==> src/rtl/nvcmd_pkg.sv <==
// Shared constants for the six-read command detector.
// Assumes the key addresses fit in 16 bits and are distinct in the compared slice.
package nvcmd_pkg;
    localparam int KEY_W      = 16;
    localparam int PREFIX_LEN = 5;
    localparam int NUM_CMD    = 4;

    // Bit positions of the command vector
    localparam int IDX_STORE  = 0;
    localparam int IDX_RECALL = 1;
    localparam int IDX_AS_OFF = 2;
    localparam int IDX_AS_ON  = 3;

    // Prefix address for chain step i (order is behaviour)
    function automatic logic [KEY_W-1:0] prefix_key(input int i);
        case (i)
            0:       return 16'h4E38;
            1:       return 16'hB1C7;
            2:       return 16'h83E0;
            3:       return 16'h7C1F;
            default: return 16'h703F;
        endcase
    endfunction

    // Terminal address for command index i
    function automatic logic [KEY_W-1:0] cmd_key(input int i);
        case (i)
            IDX_STORE:  return 16'h8FC0;
            IDX_RECALL: return 16'h4C63;
            IDX_AS_OFF: return 16'h8B45;
            default:    return 16'h4B46;
        endcase
    endfunction
endpackage

==> src/rtl/nvcmd_addr_match.sv <==
// Address comparator bank: compares the selected address slice against every
// prefix key and every terminal key in parallel.
// Assumes CMP_HI < KEY_W and CMP_LO <= CMP_HI < ADDR_W - 1.
module nvcmd_addr_match
    import nvcmd_pkg::*;
#(
    parameter int ADDR_W = 19,
    parameter int CMP_HI = 14,
    parameter int CMP_LO = 2
) (
    input  logic [ADDR_W-1:0]     addr,
    output logic [PREFIX_LEN-1:0] pre_hit,
    output logic [NUM_CMD-1:0]    cmd_hit
);
    localparam int SLICE_W = CMP_HI - CMP_LO + 1;

    logic [SLICE_W-1:0] slice;
    logic               unused_bits;

    // Bits outside the compared window are deliberately dropped
    assign slice       = addr[CMP_HI:CMP_LO];
    assign unused_bits = ^{addr[ADDR_W-1:CMP_HI+1], addr[CMP_LO-1:0]};

    // One comparator per prefix step
    for (genvar g = 0; g < PREFIX_LEN; g++) begin : g_pre
        localparam logic [KEY_W-1:0] KEY = prefix_key(g);
        assign pre_hit[g] = (slice == KEY[CMP_HI:CMP_LO]);
    end

    // One comparator per command terminal
    for (genvar c = 0; c < NUM_CMD; c++) begin : g_cmd
        localparam logic [KEY_W-1:0] KEY = cmd_key(c);
        assign cmd_hit[c] = (slice == KEY[CMP_HI:CMP_LO]);
    end
endmodule

==> src/rtl/nvcmd_seq_fsm.sv <==
// Chain tracker: counts how many prefix reads have been matched in a row and
// flags the terminal read. Assumes accept already excludes busy/held cycles.
module nvcmd_seq_fsm
    import nvcmd_pkg::*;
(
    input  logic                  clk,
    input  logic                  rst_n,
    input  logic                  accept,
    input  logic                  is_wr,
    input  logic [PREFIX_LEN-1:0] pre_hit,
    input  logic [NUM_CMD-1:0]    cmd_hit,
    output logic [NUM_CMD-1:0]    fire
);
    localparam int STEP_W = $clog2(PREFIX_LEN + 1);
    localparam logic [STEP_W-1:0] STEP_LAST = STEP_W'(PREFIX_LEN);

    logic [STEP_W-1:0] step;
    logic [STEP_W-1:0] step_nx;
    logic              cur_hit;
    logic              at_last;

    assign at_last = (step == STEP_LAST);

    // Select the comparator for the step expected next
    always_comb begin
        cur_hit = 1'b0;
        for (int i = 0; i < PREFIX_LEN; i++) begin
            if (step == STEP_W'(i)) cur_hit = pre_hit[i];
        end
    end

    // Next chain position for an accepted access
    always_comb begin
        step_nx = step;
        if (accept) begin
            if (is_wr) begin
                step_nx = '0;
            end else if (!at_last && cur_hit) begin
                step_nx = step + STEP_W'(1);
            end else if (pre_hit[0]) begin
                step_nx = STEP_W'(1);
            end else begin
                step_nx = '0;
            end
        end
    end

    // Terminal read at the end of a full prefix selects the command
    assign fire = (accept && !is_wr && at_last) ? cmd_hit : '0;

    // Chain position register
    always_ff @(posedge clk) begin
        if (!rst_n) step <= '0;
        else        step <= step_nx;
    end

    p_step_range_r1: assert property (@(posedge clk) disable iff (!rst_n)
        step <= STEP_LAST);

    p_write_clears_r5: assert property (@(posedge clk) disable iff (!rst_n)
        (accept && is_wr) |=> (step == '0));

    p_idle_keeps_r8: assert property (@(posedge clk) disable iff (!rst_n)
        !accept |=> $stable(step));
endmodule

==> src/rtl/nvcmd_ctrl.sv <==
// Output stage: registers the request pulses, keeps the automatic-store flag
// and the post-command hold. Assumes fire is one-hot or zero.
module nvcmd_ctrl
    import nvcmd_pkg::*;
(
    input  logic               clk,
    input  logic               rst_n,
    input  logic [NUM_CMD-1:0] fire,
    input  logic               busy,
    output logic [NUM_CMD-1:0] req,
    output logic               as_flag,
    output logic               hold
);
    logic busy_q;
    logic start_op;
    logic busy_done;

    assign start_op  = fire[IDX_STORE] | fire[IDX_RECALL];
    assign busy_done = busy_q & ~busy;

    // One-cycle request pulses
    always_ff @(posedge clk) begin
        if (!rst_n) req <= '0;
        else        req <= fire;
    end

    // Automatic-store enable flag, enabled out of reset
    always_ff @(posedge clk) begin
        if (!rst_n)                as_flag <= 1'b1;
        else if (fire[IDX_AS_OFF]) as_flag <= 1'b0;
        else if (fire[IDX_AS_ON])  as_flag <= 1'b1;
    end

    // Previous busy level for falling-edge detection
    always_ff @(posedge clk) begin
        if (!rst_n) busy_q <= 1'b0;
        else        busy_q <= busy;
    end

    // Hold from store/recall request until the controller finishes
    always_ff @(posedge clk) begin
        if (!rst_n)         hold <= 1'b0;
        else if (start_op)  hold <= 1'b1;
        else if (busy_done) hold <= 1'b0;
    end

    p_off_clears_r7: assert property (@(posedge clk) disable iff (!rst_n)
        req[IDX_AS_OFF] |-> !as_flag);

    p_on_sets_r7: assert property (@(posedge clk) disable iff (!rst_n)
        req[IDX_AS_ON] |-> as_flag);

    p_hold_follows_r9: assert property (@(posedge clk) disable iff (!rst_n)
        (req[IDX_STORE] || req[IDX_RECALL]) |-> hold);

    p_hold_release_r9: assert property (@(posedge clk) disable iff (!rst_n)
        $fell(hold) |-> ($past(busy) && !busy) || (!$past(busy) && $past(busy_q)));
endmodule

==> src/rtl/nvcmd_detect.sv <==
// Top of the six-read command detector. Gates the access strobes with busy and
// hold, matches addresses, tracks the chain and drives the request outputs.
// Assumes one access per cycle; a write strobe wins over a read strobe.
module nvcmd_detect
    import nvcmd_pkg::*;
#(
    parameter int ADDR_W = 19,
    parameter int CMP_HI = 14,
    parameter int CMP_LO = 2
) (
    input  logic              clk,
    input  logic              rst_n,
    input  logic              rd_stb,
    input  logic              wr_stb,
    input  logic [ADDR_W-1:0] addr,
    input  logic              ctl_busy,
    output logic              store_req,
    output logic              recall_req,
    output logic              as_off_req,
    output logic              as_on_req,
    output logic              autostore_on,
    output logic              cmd_hold
);
    logic                  accept;
    logic [PREFIX_LEN-1:0] pre_hit;
    logic [NUM_CMD-1:0]    cmd_hit;
    logic [NUM_CMD-1:0]    fire;
    logic [NUM_CMD-1:0]    req;

    // Only strobes outside busy and hold take part
    assign accept = (rd_stb | wr_stb) & ~ctl_busy & ~cmd_hold;

    nvcmd_addr_match #(
        .ADDR_W (ADDR_W),
        .CMP_HI (CMP_HI),
        .CMP_LO (CMP_LO)
    ) u_match (
        .addr    (addr),
        .pre_hit (pre_hit),
        .cmd_hit (cmd_hit)
    );

    nvcmd_seq_fsm u_seq (
        .clk     (clk),
        .rst_n   (rst_n),
        .accept  (accept),
        .is_wr   (wr_stb),
        .pre_hit (pre_hit),
        .cmd_hit (cmd_hit),
        .fire    (fire)
    );

    nvcmd_ctrl u_ctrl (
        .clk     (clk),
        .rst_n   (rst_n),
        .fire    (fire),
        .busy    (ctl_busy),
        .req     (req),
        .as_flag (autostore_on),
        .hold    (cmd_hold)
    );

    assign store_req  = req[IDX_STORE];
    assign recall_req = req[IDX_RECALL];
    assign as_off_req = req[IDX_AS_OFF];
    assign as_on_req  = req[IDX_AS_ON];

    p_one_request_r2: assert property (@(posedge clk) disable iff (!rst_n)
        $onehot0({store_req, recall_req, as_off_req, as_on_req}));

    p_request_after_read_r4: assert property (@(posedge clk) disable iff (!rst_n)
        (store_req || recall_req || as_off_req || as_on_req)
            |-> ($past(rd_stb) && !$past(wr_stb) && !$past(ctl_busy)));
endmodule

==> config.mk <==
export PLATFORM = sky130hd
export DESIGN_NAME = nvcmd_detect
export DESIGN_NICKNAME = d
export VERILOG_FILES = /design/src/rtl/nvcmd_pkg.sv /design/src/rtl/nvcmd_addr_match.sv /design/src/rtl/nvcmd_seq_fsm.sv /design/src/rtl/nvcmd_ctrl.sv /design/src/rtl/nvcmd_detect.sv
export SDC_FILE = /design/constraint.sdc
export NUM_CORES = 1
export LEC_CHECK = 0
export ABC_AREA = 1
export BUFFER_PORTS_ARGS = -buffer_cell sky130_fd_sc_hd__buf_2
export CAP_MARGIN = 20
export CORE_MARGIN = 2
export CORE_UTILIZATION = 51
export DETAILED_ROUTE_END_ITERATION = 8
export PLACE_DENSITY = 0.82
export SYNTH_ARGS = -nofsm -noshare
export SYNTH_HDL_FRONTEND = slang
export SYNTH_SLANG_ARGS = --single-unit
==> constraint.sdc <==
create_clock -name clk -period 2.1 [get_ports clk]
set_input_delay 0.42 -clock clk [delete_from_list [all_inputs] [get_ports clk]]
set_output_delay 0.42 -clock clk [all_outputs]
set_load 0.05 [all_outputs]
==> impl_metrics.ini <==
[place]
io_buffer_count = 23
gp_congestion = 0.836
dp_hpwl_um = 1490

[global_route]
antenna_found_initial = 0
use_met3_pct = 7.50
grt_max_degree = 7
grt_remaining_overflow = 0
use_met2_pct = 36.5
grt_pass1_wl_um = 2870
grt_busiest_layer = met2
grt_pass1_vias = 730
grtUsageMet1_pct = 23.1
gr-usage-all-layers_pct = 20.1

[clock_network]
cts_root_buffer = clkbuf_4
h-tree-depth = 1
clock_latency_ps = 260
path_clk_slew_ps = 60
cts_buffer_depth = 2
cts_tree = built
cts_made_buffers = 3
hold_buffers = 0
post_cts_buffers = 0
cts.repair.resized = 0
clock-sinks = 10

[synthesis]
ys_types = 23
yosys_register_bits = 10
syn_area_um2 = 802
ys_seq_area_share_pct = 25.0
synth_fp_nets = 155
synth_area_per_cell_um2 = 6.37
ys_warn_count = 0
postSynthCellCount = 126

[die]
rows = 14
core_mm2 = 0.00149
start_util_pct = 53.9
die_area_mm2 = 0.00191
io_pins = 30
die_x_um = 43.7
fp.dieH_um = 43.7

[critical_path]
end_kind = register
crit_fanout = 5
worstPathArrival_ps = 1860
cp.required_ps = 2290
path_class = reg2reg
startpoint_type = register

[sta]
period_share_pct = 79.6
hold_ws_ps = 385
finClkSkew_ps = 0.732
period_needed_ps = 1670
tightestPinTransition_ps = 338
rsz0062_at_grt = no
finalSetupTns_ps = 0
timing.fmax_mhz = 598
setup_viol = 0
maxSlewHeadroom_pct = 77.2
hold_violations = 0
slew_violations = 0

[final_layout]
multiInputGateArea_um2 = 504
seqCellArea_um2 = 200
fin_util_pct = 64.5
area_growth_pct = 19.7
fill_cells = 150
antenna_cells = 0
layout-drive-gt1-share_pct = 26.3
layout.nets = 183

[drt]
routed-via-count = 834
drc = 0
wl_per_cell_um = 10.1
totalWireLength_um = 1700
antenna_left = 0
first_pass_iters = 4
avgViaCountPerCell = 4.96
dr.first_iter.drc_count = 17

[power_and_ir_drop]
power_density_mw_per_mm2 = 390
p_leak_nw = 0.492
vdd_ir_drop_max_uv = 422

[status]
status = finished clean

[run]
maxCapViolCount = 0

[hold_path]
min_path_type = in2reg
cell usage after synthesis, drive strengths merged:
| cell | number | area, um2 |
|---|---|---|
| dfxtp | 10 | 200 |
| inv | 25 | 93.8 |
| nand3 | 11 | 55.1 |
| a32oi | 1 | 8.76 |
| nor4 | 2 | 12.5 |
| nor3 | 7 | 45.0 |
| nand2 | 33 | 136 |
| or2 | 3 | 18.8 |
| nand4 | 1 | 6.26 |
| o211ai | 1 | 7.51 |
| nand3b | 1 | 7.51 |
| or3b | 1 | 8.76 |
| nor2 | 19 | 93.8 |
| a21oi | 4 | 20.0 |
| a31oi | 1 | 21.3 |
| clkinv | 1 | 3.75 |
| ha | 5 | 62.6 |
stage by stage:
step | power [mW] | worst slack [ps] | area [um2] | std cells
floorplan | 0.225 | 597 | 802 | 126
global placement | 0.255 | 462 | 937 | 165
detailed placement | 0.256 | 399 | 937 | 165
CTS | 0.382 | 430 | 960 | 168
global route | 0.399 | 196 | 960 | 168
finish | 0.374 | 428 | 960 | 168
routing by layer:
metal	vias up	part of all wire (%)
li1	451	-
met2	15	53
met4	0	0
met3	0	4.2
met1	368	43
met5	-	0
cell type report:
type / count / area share (%)
inverters: 26 / 10.2
well taps: 16 / 2.09
repair buffers: 23 / 12.0
multi-input cells: 90 / 52.5
clock buffers: 3 / 2.35
flip-flops and latches: 10 / 20.9
cell families (layout without fill, tap and decap cells):
family          after synthesis  in the layout  share of synthesized area, %
simple gates                 78             78                          47.9
buf+inv                      26             52                          12.2
flops                        10             10                          25.0
compound gates                7              7                          7.18
fa+ha+maj                     5              5                          7.80
cells in the final DEF, fill, tap and decap left out, types with 2 or more instances in the layout:
master,count
nand2_1,28
inv_1,24
buf_2,23
nor2_1,14
nand3_1,11
dfxtp_1,10
nor3_1,5
nand2_2,5
ha_1,5
a21oi_1,4
nor2_2,3
clkbuf_4,3
nor3_2,2
nor2_4,2
or2_1,2
nor4_1,2
report_power, final:
part / switching, mW / internal, mW / leakage [nW]
combinational: 0.0382 / 0.0227 / 0.397
sequential: 0.000203 / 0.191 / 0.0808
clock: 0.0567 / 0.0657 / 0.0138
flip-flops by register name, indices dropped and copies added, names as in the netlist:
| register | cells |
|---|---|
| u_ctrl.req | 4 |
| u_seq.step | 3 |
| u_ctrl.as_flag | 1 |
| u_ctrl.busy_q | 1 |
| u_ctrl.hold | 1 |
path summary, 6_finish.rpt:
check	from	endpoint	slack [ps]	depth (start not counted)
max reg2reg	u_seq.step[0]$_SDFFE_PN0N_	u_seq.step[1]$_SDFFE_PN0N_	430	15
min	ctl_busy	u_ctrl.busy_q$_SDFF_PN0_	390	3
max	u_seq.step[0]$_SDFFE_PN0N_	u_seq.step[1]$_SDFFE_PN0N_	430	15
min reg2reg	u_ctrl.as_flag$_SDFFE_PN1P_	u_ctrl.as_flag$_SDFFE_PN1P_	510	2
worst max-delay path: stages, from the launching register on:
cell	delay [ps]
dfxtp_1	410
ha_1	230
nand2_1	60
inv_1	50
nand2_1	50
nor2_1	80
nand3_1	70
nand2_1	70
nand2_1	40
nand2_1	50
nand2_1	60
nand2_2	70
nand2_2	60
nor2_2	120
nand2_1	70
a21oi_1	120
Note: power is estimated with default switching activity, not from simulation.
